[src/rtl/irq_agg_pkg.sv]
// Shared register addresses and readback bit positions for the interrupt
// aggregator. Assumes a two-bit word address space.
package irq_agg_pkg;
    typedef enum logic [1:0] {
        REG_STATUS  = 2'd0,
        REG_ENABLE  = 2'd1,
        REG_CONFIG  = 2'd2,
        REG_CONTROL = 2'd3
    } reg_sel_e;

    localparam int AGG_BIT  = 16;
    localparam int HOLD_BIT = 17;
endpackage

[src/rtl/irq_agg_ctrl.sv]
// Control registers: enable mask, holdoff setting and global enable.
// Also detects the 0-to-1 change of the software interrupt enable bit.
// Assumes writes are single-cycle strobes and SW >= 3.
module irq_agg_ctrl #(
    parameter int SW     = 6,
    parameter int HOLD_W = 8
) (
    input  logic              clk,
    input  logic              rst_n,
    input  logic              wr,
    input  logic [1:0]        addr,
    input  logic [31:0]       wdata,
    output logic [SW-1:0]     en_q,
    output logic [HOLD_W-1:0] cfg_q,
    output logic              gen_en_q,
    output logic              soft_rise
);
    import irq_agg_pkg::*;

    localparam int SOFT_IDX = SW - 2;

    logic soft_prev_q;

    // Register writes into enable, config and control.
    always_ff @(posedge clk) begin
        if (!rst_n) begin
            en_q     <= '0;
            cfg_q    <= '0;
            gen_en_q <= 1'b0;
        end else if (wr) begin
            case (reg_sel_e'(addr))
                REG_ENABLE:  en_q     <= wdata[SW-1:0];
                REG_CONFIG:  cfg_q    <= wdata[HOLD_W-1:0];
                REG_CONTROL: gen_en_q <= wdata[0];
                default:     ;
            endcase
        end
    end

    // Remember the previous software enable for edge detection.
    always_ff @(posedge clk) begin
        if (!rst_n) soft_prev_q <= 1'b0;
        else        soft_prev_q <= en_q[SOFT_IDX];
    end

    // One-cycle pulse on the rising edge of the software enable.
    always_comb soft_rise = en_q[SOFT_IDX] & ~soft_prev_q;
endmodule

[src/rtl/irq_agg_status.sv]
// Sticky status bits with write-1-to-clear. A set in the same cycle as a
// clear wins. Bit order: level sources, software, wake.
module irq_agg_status #(
    parameter int NUM_SRC = 4,
    localparam int SW     = NUM_SRC + 2
) (
    input  logic               clk,
    input  logic               rst_n,
    input  logic [NUM_SRC-1:0] src,
    input  logic               soft_set,
    input  logic               wake,
    input  logic               clr_we,
    input  logic [SW-1:0]      clr_mask,
    output logic [SW-1:0]      st_q
);
    logic [SW-1:0] set_vec;

    // Gather the per-bit set requests.
    generate
        for (genvar i = 0; i < NUM_SRC; i++) begin : g_src
            assign set_vec[i] = src[i];
        end
    endgenerate
    assign set_vec[SW-2] = soft_set;
    assign set_vec[SW-1] = wake;

    // Latch sets, apply write-1 clears; set dominates.
    always_ff @(posedge clk) begin
        if (!rst_n) st_q <= '0;
        else        st_q <= (st_q & ~(clr_we ? clr_mask : '0)) | set_vec;
    end
endmodule

[src/rtl/irq_agg_holdoff.sv]
// Holdoff timer. On start it loads the programmed tick count and restarts
// the prescaler. It counts down once every TICK_DIV cycles and is active
// while the count is nonzero. Assumes TICK_DIV >= 2.
module irq_agg_holdoff #(
    parameter int HOLD_W   = 8,
    parameter int TICK_DIV = 2500
) (
    input  logic              clk,
    input  logic              rst_n,
    input  logic              start,
    input  logic [HOLD_W-1:0] load_val,
    output logic              active
);
    localparam int PW = (TICK_DIV > 1) ? $clog2(TICK_DIV) : 1;
    localparam logic [PW-1:0] LAST = PW'(TICK_DIV - 1);

    logic [PW-1:0]     presc_q;
    logic [HOLD_W-1:0] cnt_q;

    // Load on start, otherwise step the prescaler and count down on each tick.
    always_ff @(posedge clk) begin
        if (!rst_n) begin
            presc_q <= '0;
            cnt_q   <= '0;
        end else if (start) begin
            presc_q <= '0;
            cnt_q   <= load_val;
        end else if (cnt_q != '0) begin
            if (presc_q == LAST) begin
                presc_q <= '0;
                cnt_q   <= cnt_q - 1'b1;
            end else begin
                presc_q <= presc_q + 1'b1;
            end
        end
    end

    // The holdoff runs while ticks remain.
    always_comb active = (cnt_q != '0);
endmodule

[src/rtl/irq_aggregator.sv]
// Interrupt aggregator top. Merges latched, enabled lines into a
// registered IRQ, applies the global enable and the post-deassertion
// holdoff to every line except wake, and serves a four-word register port.
// Assumes NUM_SRC + 2 <= 16 and HOLD_W <= 16.
module irq_aggregator #(
    parameter int NUM_SRC  = 4,
    parameter int HOLD_W   = 8,
    parameter int TICK_DIV = 2500
) (
    input  logic               clk_i,
    input  logic               rst_ni,
    input  logic [NUM_SRC-1:0] src_i,
    input  logic               wake_i,
    input  logic               reg_wr_i,
    input  logic [1:0]         reg_addr_i,
    input  logic [31:0]        reg_wdata_i,
    output logic [31:0]        reg_rdata_o,
    output logic               irq_o
);
    import irq_agg_pkg::*;

    localparam int SW = NUM_SRC + 2;

    logic [SW-1:0]     en_q;
    logic [HOLD_W-1:0] cfg_q;
    logic              gen_en_q;
    logic              soft_rise;
    logic [SW-1:0]     st_q;
    logic              hold_active;
    logic              wake_hit, norm_hit, agg, irq_next, irq_q, fall;

    irq_agg_ctrl #(.SW(SW), .HOLD_W(HOLD_W)) u_ctrl (
        .clk(clk_i), .rst_n(rst_ni), .wr(reg_wr_i), .addr(reg_addr_i),
        .wdata(reg_wdata_i), .en_q(en_q), .cfg_q(cfg_q),
        .gen_en_q(gen_en_q), .soft_rise(soft_rise)
    );

    irq_agg_status #(.NUM_SRC(NUM_SRC)) u_status (
        .clk(clk_i), .rst_n(rst_ni), .src(src_i), .soft_set(soft_rise),
        .wake(wake_i),
        .clr_we(reg_wr_i && (reg_sel_e'(reg_addr_i) == REG_STATUS)),
        .clr_mask(reg_wdata_i[SW-1:0]), .st_q(st_q)
    );

    irq_agg_holdoff #(.HOLD_W(HOLD_W), .TICK_DIV(TICK_DIV)) u_hold (
        .clk(clk_i), .rst_n(rst_ni), .start(fall), .load_val(cfg_q),
        .active(hold_active)
    );

    // Combine enabled lines; wake bypasses gating and holdoff.
    always_comb begin
        wake_hit = st_q[SW-1] & en_q[SW-1];
        norm_hit = |(st_q[SW-2:0] & en_q[SW-2:0]);
        agg      = |(st_q & en_q);
        irq_next = wake_hit | (gen_en_q & ~hold_active & norm_hit);
        fall     = irq_q & ~irq_next;
    end

    // Register the request output.
    always_ff @(posedge clk_i) begin
        if (!rst_ni) irq_q <= 1'b0;
        else         irq_q <= irq_next;
    end
    assign irq_o = irq_q;

    // Read data multiplexer.
    always_comb begin
        reg_rdata_o = '0;
        case (reg_sel_e'(reg_addr_i))
            REG_STATUS:  reg_rdata_o[SW-1:0] = st_q;
            REG_ENABLE:  reg_rdata_o[SW-1:0] = en_q;
            REG_CONFIG: begin
                reg_rdata_o[HOLD_W-1:0] = cfg_q;
                reg_rdata_o[AGG_BIT]    = agg;
                reg_rdata_o[HOLD_BIT]   = hold_active;
            end
            REG_CONTROL: reg_rdata_o[0] = gen_en_q;
            default:     ;
        endcase
    end
endmodule

[config.mk]
export PLATFORM = sky130hd
export DESIGN_NAME = irq_aggregator
export DESIGN_NICKNAME = d
export VERILOG_FILES = /design/src/rtl/irq_agg_pkg.sv /design/src/rtl/irq_agg_ctrl.sv /design/src/rtl/irq_agg_status.sv /design/src/rtl/irq_agg_holdoff.sv /design/src/rtl/irq_aggregator.sv
export SDC_FILE = /design/constraint.sdc
export NUM_CORES = 1
export LEC_CHECK = 0
export BUFFER_PORTS_ARGS = -buffer_cell sky130_fd_sc_hd__buf_2
export CAP_MARGIN = 40
export CELL_PAD_IN_SITES_DETAIL_PLACEMENT = 1
export CELL_PAD_IN_SITES_GLOBAL_PLACEMENT = 2
export CORE_MARGIN = 10
export CORE_UTILIZATION = 32
export CTS_CLUSTER_SIZE = 10
export DETAILED_ROUTE_END_ITERATION = 10
export GPL_TIMING_DRIVEN = 0
export PLACE_DENSITY = 0.84
export SYNTH_ARGS = -nofsm -noshare
export SYNTH_HDL_FRONTEND = slang
export SYNTH_HIERARCHICAL = 1
export SYNTH_SLANG_ARGS = --single-unit
[constraint.sdc]
create_clock -name clk_i -period 5.3 [get_ports clk_i]
set_input_delay 1.06 -clock clk_i [delete_from_list [all_inputs] [get_ports clk_i]]
set_output_delay 1.06 -clock clk_i [all_outputs]
set_load 0.02 [all_outputs]
==> results by group, run 1 <==
Detailed routing
  – DRT Pass-1 Iters: 4
  – Routed via count: 2,130
  – DRC violations left: 0
  – Drt first-iter violations: 68
  – DR WL/cell: 15.24 microns
  – Top Layer Used: met4
  – Met3 routed WL: 280 microns
  – Met2 wire len: approximately 3200 microns
  – ANT nets after route: 0
  – WL final: 6644 microns
  – Met1 Wirelength: 3161 microns
  – Vias/cell: 4.885

Synthesis
  – FF+latch count, synth: 43
  – Syn Area/Cell: about 8.7 sq um
  – Most common cell in the netlist: dfxtp_1
  – Top cells by area in the synthesized netlist: dfxtp_1 35%, mux2i_1 8.2%, buf_4 7.1%
  – Post-synth EDFFs: 0
  – Ys async rst share: 0%
  – Top_reg_cell synth: dfxtp_1
  – Synth cell count leaders: 43 x dfxtp_1, 36 x nand2_1, 23 x buf_4, 20 x mux2i_1, 15 x inv_1
  – Synth Cell Area: 0.002440 sq mm
  – Sequential cell area fraction in the yosys report: 35.28%
  – Cell accounting for the most synthesized area: dfxtp_1
  – Synthesis warning total: 6
  – Top cell type's share of synthesized area: 35.28%
  – Cells after Synth: 279
  – Unique masters post-synth: 52

Pwr
  – P per Cell Area: 238.7 mW/mm^2
  – Leak: 1.269 nW
  – Worst vdd ir: 0.1049 mV

Setup path
  – RR Endpoint: u_hold/cnt_q[4]
  – Crit path cell chain: inv_1 > ha_1 > or3b_2 > buf_2 > nor2_4 > buf_6 > inv_2 > and2_1 > buf_2
  – CP startpoint kind: flop
  – Crit end category: output port
  – Crit-path most repeated cell: buf_2
  – Sum of buffers and inverters on the critical path: 5
  – Worst R2R Path Depth: 14
  – R2r setup slk: 2130 ps
  – WP data required: 4240 ps
  – CP top delay family: buffers and inverters
  – WS Path Type: reg -> out
  – Critical path data arrival time: 2180 ps
  – Slowest stage delay, CP: between 400 and 500 ps
  – Worst r2r src: u_hold/cnt_q[0]
  – Worst path slowest cell: or3b_2
  – Critical path peak fanout: 10

CTS
  – Worst skew pair latency: 290 ps
  – Max clock buf depth: 2
  – Hold_buf cts: 0
  – CTS sink cnt: 43
  – CTS root buf: clkbuf_8
  – CTS Buf Count: 5
  – # resized after CTS: 0
  – Post-CTS Setup Repair Bufs: 0
  – CTS tree: built
  – Clk slew on worst S/H paths: 90 ps
  – H-tree levels: 2

Worst hold path
  – Hold WC Path Type: reg -> reg
  – Hold depth: 2
  – Hold Path Origin: u_ctrl/cfg_q[6]
  – WHS Endpoint: u_ctrl/cfg_q[6]

Global route
  – Tot GR Track Use: between 10 and 15%
  – Grt ovf: 0
  – Vias in the first global route: 2,256
  – Initial antenna violation count: 0
  – Largest net degree at the start of global routing: 14
  – First-pass GRT wire length: ~11,000 microns

STA
  – Slew Viols, Final: 0
  – Relative slew slack: approximately three fifths
  – Fin Clk Skew: 7.799 ps
  – Setup TNS: 0 ps
  – Final Hold Vio Count: 0
  – RSZ-0062 raised after global routing: no
  – FMAX: just over 300 MHz
  – Measured slew at the worst slew-check pin: 574.2 ps
  – Final period utilization: 61.22%
  – Crit path time final: between 3000 and 4000 ps
  – Final setup vio count: 0

Run
  – Max-cap violations: 0

Die
  – Die Area: 0.01152 sq mm
  – # IOs: 75
  – Placeable Area: 0.007331 sq mm
  – Row count: 31
  – Die width: 107.3 microns
  – Chip Height: 107.3 microns
  – Starting Density: approximately a third

Final layout
  – Fraction of final layout cells with drive strength greater than 1: approximately 25%
  – Final #Nets: 381
  – Synth-to-layout area growth: 19.08%
  – Fillers: between 900 and 1k
  – Final core utilization: 39.63%
  – Diode count: 0

Placement
  – Final GP Congestion: between 0.7 and 0.8
  – Post-DP HPWL: around 5300 microns
  – Port bufs: 28

Status
  – Outcome: finished, final reports clean
layer usage:
| layer | track usage [%] | vias to the layer above |
|---|---|---|
| met5 | 0 | - |
| met4 | 2.708 | 0 |
| met3 | 3.593 | 2 |
| met2 | 19.85 | 33 |
| met1 | 13.86 | 1022 |
| li1 | - | 1073 |
flip-flops by register name (all words and copies together), names as in the netlist:
signal,cells
u_hold/cnt_q,8
u_ctrl/cfg_q,8
u_ctrl/soft_prev_q,1
irq_o,1
u_ctrl/gen_en_q,1
u_hold/presc_q,12
u_ctrl/en_q,6
u_status/st_q,6
cell type report:
cell class / count / area [sq um] / area share [%]
Multi-Input combinational cell: 208 / 1346 / 46.34
Sequential cell: 43 / 860.8 / 29.63
Buffer: 33 / 251.5 / 8.656
Timing Repair Buffer: 29 / 145.1 / 4.996
Tap cell: 99 / 123.9 / 4.264
Clock buffer: 6 / 82.58 / 2.842
Inverter: 16 / 60.06 / 2.067
Clock inverter: 2 / 35.03 / 1.206
cell families after synthesis:
logic type               after synthesis  synth area share, %
AND/OR/NAND/NOR                       98                22.00
AO/OA/AOI/OAI                         58                16.97
buffers and inverters                 49                12.77
flip-flops                            43                35.28
multiplexers                          21                9.128
XOR/XNOR                               6                2.154
adder cells (fa/ha/maj)                3                1.539
other                                  1               0.1537
cell usage in the layout, fill, tap and decap left out, types with 3 or more instances in the layout:
master / count
buf_6: 5
o21ai_0: 11
buf_2: 32
nor2b_1: 3
or3_1: 4
nand3_1: 6
a21oi_2: 4
xor2_1: 5
a21oi_1: 4
or4_1: 6
o2111ai_1: 5
buf_4: 23
inv_1: 15
o31ai_1: 5
and2_1: 5
nand2_1: 36
ha_1: 3
clkbuf_8: 6
o21ai_1: 7
conb_1: 22
nor4_1: 4
nor2_1: 13
dfxtp_1: 43
a31oi_1: 7
nand4_1: 5
mux2i_1: 20
worst max path at each step:
stage	startpoint	to	slack [ps]	depth (start not counted)
2_1_floorplan	reg_addr_i[1]	reg_rdata_o[1]	2470	3
3_3_place_gp	u_hold/cnt_q[0]	u_hold/cnt_q[4]	2220	13
3_5_place_dp	u_hold/cnt_q[0]	u_hold/cnt_q[4]	2180	14
4_1_cts	u_hold/cnt_q[0]	reg_rdata_o[17]	2030	9
5_1_grt	u_hold/cnt_q[0]	u_hold/cnt_q[4]	1770	14
6_report	u_hold/cnt_q[0]	reg_rdata_o[17]	2060	9
metrics by stage:
stage	area (sq um)	setup WS, ps	power (mW)	std cells	hold slack [ps]
detailed placement	2788	2183	0.4320	428	473.0
floorplan	2519	2469	0.4068	300	438.6
CTS	2905	2034	0.7018	436	486.1
finish	2905	2055	0.6934	436	484.3
global route	2905	1768	0.7245	436	512.4
global placement	2783	2219	0.4307	427	459.3
worst min-delay path: stages (launching register included):
cell and delay, ps:
dfxtp_1 330, nand2_1 60, mux2i_1 50
power by group:
| part | switching (mW) | leakage [nW] | internal (mW) |
|---|---|---|---|
| combinational | 0.0522 | 0.858 | 0.0354 |
| sequential | 0.00716 | 0.349 | 0.331 |
| clock | 0.115 | 0.0612 | 0.153 |
| total | 0.175 | 1.27 | 0.519 |
Note: power is estimated with default switching activity, not from simulation.
==> run 2, diff against run 1 <==
CORE_UTILIZATION = 27   (was 32)
PLACE_DENSITY = 0.76   (was 0.84)
clock period = 2.7 ns   (was 5.3 ns; I/O delays follow)
==> run 2 against run 1 <==
  * Via count decreased by 2.0%
  * Clock power increased by 53%
  * Count of clock-buffer cells in the layout unchanged
  * Worst setup slack got worse by 1900 ps
  * Clock skew decreased by 1.4 ps
==> results by group, run 2 (synthesized netlist as in run 1, its figures left out) <==
CTS
  – CTS Buf Count: 5
  – Clk slew on worst S/H paths: 90 ps
  – CTS root buf: clkbuf_8
  – Max clock buf depth: 2
  – CTS tree: built
  – CTS sink cnt: 43
  – Worst skew pair latency: approximately 290 ps
  – Hold_buf cts: 0
  – H-tree levels: 2

Die
  – Placeable Area: 0.008763 sq mm
  – Die Area: around 0.013 sq mm
  – Die width: roughly 120 microns
  – Chip Height: 115.1 microns
  – Row count: 34
  – Starting Density: 27.84%
  – # IOs: 75

Pwr
  – P per Cell Area: ~430 mW/mm^2
  – PnR Total Power: 1.243 mW
  – Leak: 1.248 nW
  – Worst vdd ir: 0.1562 mV

STA
  – Crit path time final: 2564 ps
  – Final period utilization: 94.96%
  – Hold slack final: 444.5 ps
  – Relative slew slack: 44.04%
  – FMAX: between 300 and 400 MHz
  – Fin Clk Skew: 6.393 ps
  – RSZ-0062 raised after global routing: no
  – Final setup vio count: 0
  – Measured slew at the worst slew-check pin: 837.6 ps
  – Final Hold Vio Count: 0
  – Final worst slack: 136.1 ps
  – Setup TNS: 0 ps
  – Slew Viols, Final: 0

Final layout
  – Leading cell types in the layout, fill and taps excluded: 42 x dfxtp_1, 36 x nand2_1, 30 x buf_2
  – Fraction of final layout cells with drive strength greater than 1: 25.37%
  – Post-route cell area: 0.002893 sq mm
  – Synth-to-layout area growth: 18.56%
  – Biggest register: u_hold/presc_q
  – Leading cell type in the layout, fill and taps excluded: dfxtp_1
  – Top Registers: u_hold/presc_q: 12 flops, u_ctrl/cfg_q: 8 flops, u_hold/cnt_q: 8 flops
  – Number of flip-flops in the largest register: 12
  – Diode count: 0
  – Final #Nets: 379

Setup path
  – WP data required: 2160 ps
  – Worst r2r src: u_hold/cnt_q[2]
  – Crit-path most repeated cell: buf_6
  – Worst path slowest cell: or4_1
  – Crit end category: output port
  – Critical path data arrival time: between 2000 and 2500 ps
  – Crit path cell chain: or4_1 > buf_6 > nor2_4 > buf_6 > inv_2 > and2_1 > buf_2
  – WS Path Type: reg -> out
  – CP startpoint kind: flop
  – Crit path from: u_hold/cnt_q[2]
  – Critical path peak fanout: 10
  – Slowest stage delay, CP: 540 ps

Detailed routing
  – DRT Pass-1 Iters: 4
  – DR WL/cell: roughly 14 microns
  – DRC violations left: 0
  – Vias/cell: 4.713
  – Routed via count: around 2.1k
  – Drt first-iter violations: 59
  – WL final: 6376 microns
  – ANT nets after route: 0

Worst hold path
  – Hold Path Origin: reg_wdata_i[0]
  – Hold WC Path Type: in -> reg

Placement
  – Post-Place Worst Slack: -329.9 ps
  – Final GP Congestion: 0.7427
  – Port bufs: 28
  – Post-DP HPWL: 5094 microns
  – Placed Area: 0.002794 sq mm

Global route
  – First-pass GRT wire length: between 10,000 and 15,000 microns
  – Initial antenna violation count: 0
  – Tot GR Track Use: 10.05%
  – Largest net degree at the start of global routing: 14
  – Grt ovf: 0
  – Vias in the first global route: 2,283

Run
  – Max-cap violations: 0

Status
  – Outcome: finished, final reports clean
run 2: cell types whose count changed in the layout (fill, tap and decap cells not counted), sizes merged:
| cell | before | now |
|---|---|---|
| bufinv | 1 | 0 |
| buf | 60 | 59 |
| clkinvlp | 0 | 1 |
| clkbuf | 8 | 7 |
run 2: path summary, 6_finish.rpt:
path / endpoint / slack [ps] / cells after the start
worst max-delay path: reg_rdata_o[17] / 140 / 7
worst min-delay path: u_status/st_q[0] / 440 / 2
worst max register to register: u_hold/cnt_q[7] / 220 / 11
worst min register to register: u_ctrl/cfg_q[7] / 480 / 2
run 2: timing repair:
action | CTS | global route
resized for setup | 8 | 3
endpoints found under the setup margin | 9 | 4
cloned | 0 | 0
setup buffers | 0 | 0
run 2: power breakdown:
group | internal [mW] | switching [mW] | total [mW]
Sequential | 0.649 | 0.0131 | 0.662
Clock | 0.181 | 0.229 | 0.411
Combinational | 0.0695 | 0.101 | 0.171
Total | 0.900 | 0.343 | 1.24
run 2: worst max-delay path: cells and delay by family (launching register included):
kind | cells | cell delay [ps]
buf+inv | 4 | 580
simple gates | 3 | 800
flops | 1 | 360
run 2: layer usage:
layer | GRT usage (%) | part of all wire (%) | up-vias
li1 | - | - | 1067
met4 | 2.310 | 0.38 | 0
met1 | 11.47 | 44 | 990
met3 | 2.865 | 4.3 | 2
met2 | 18.02 | 52 | 29
met5 | 0 | 0 | -
run 2: cell type report:
cell class                 instances  area (sq um)
fill                            1082          5871
buffer                            32         254.0
tap                              108         135.1
multi-input combinational        208          1356
timing repair buffer              28         140.1
clock inverter                     2         12.51
inverter                          16         60.06
clock buffer                       6         72.57
sequential                        43         862.1
run 2: stage by stage:
step | cells | utilization [%]
6_report | 443 | 33.01
5_1_grt | 443 | 33.01
4_1_cts | 443 | 32.95
3_5_place_dp | 436 | 31.88
3_3_place_gp | 436 | 31.88
2_1_floorplan | 300 | -
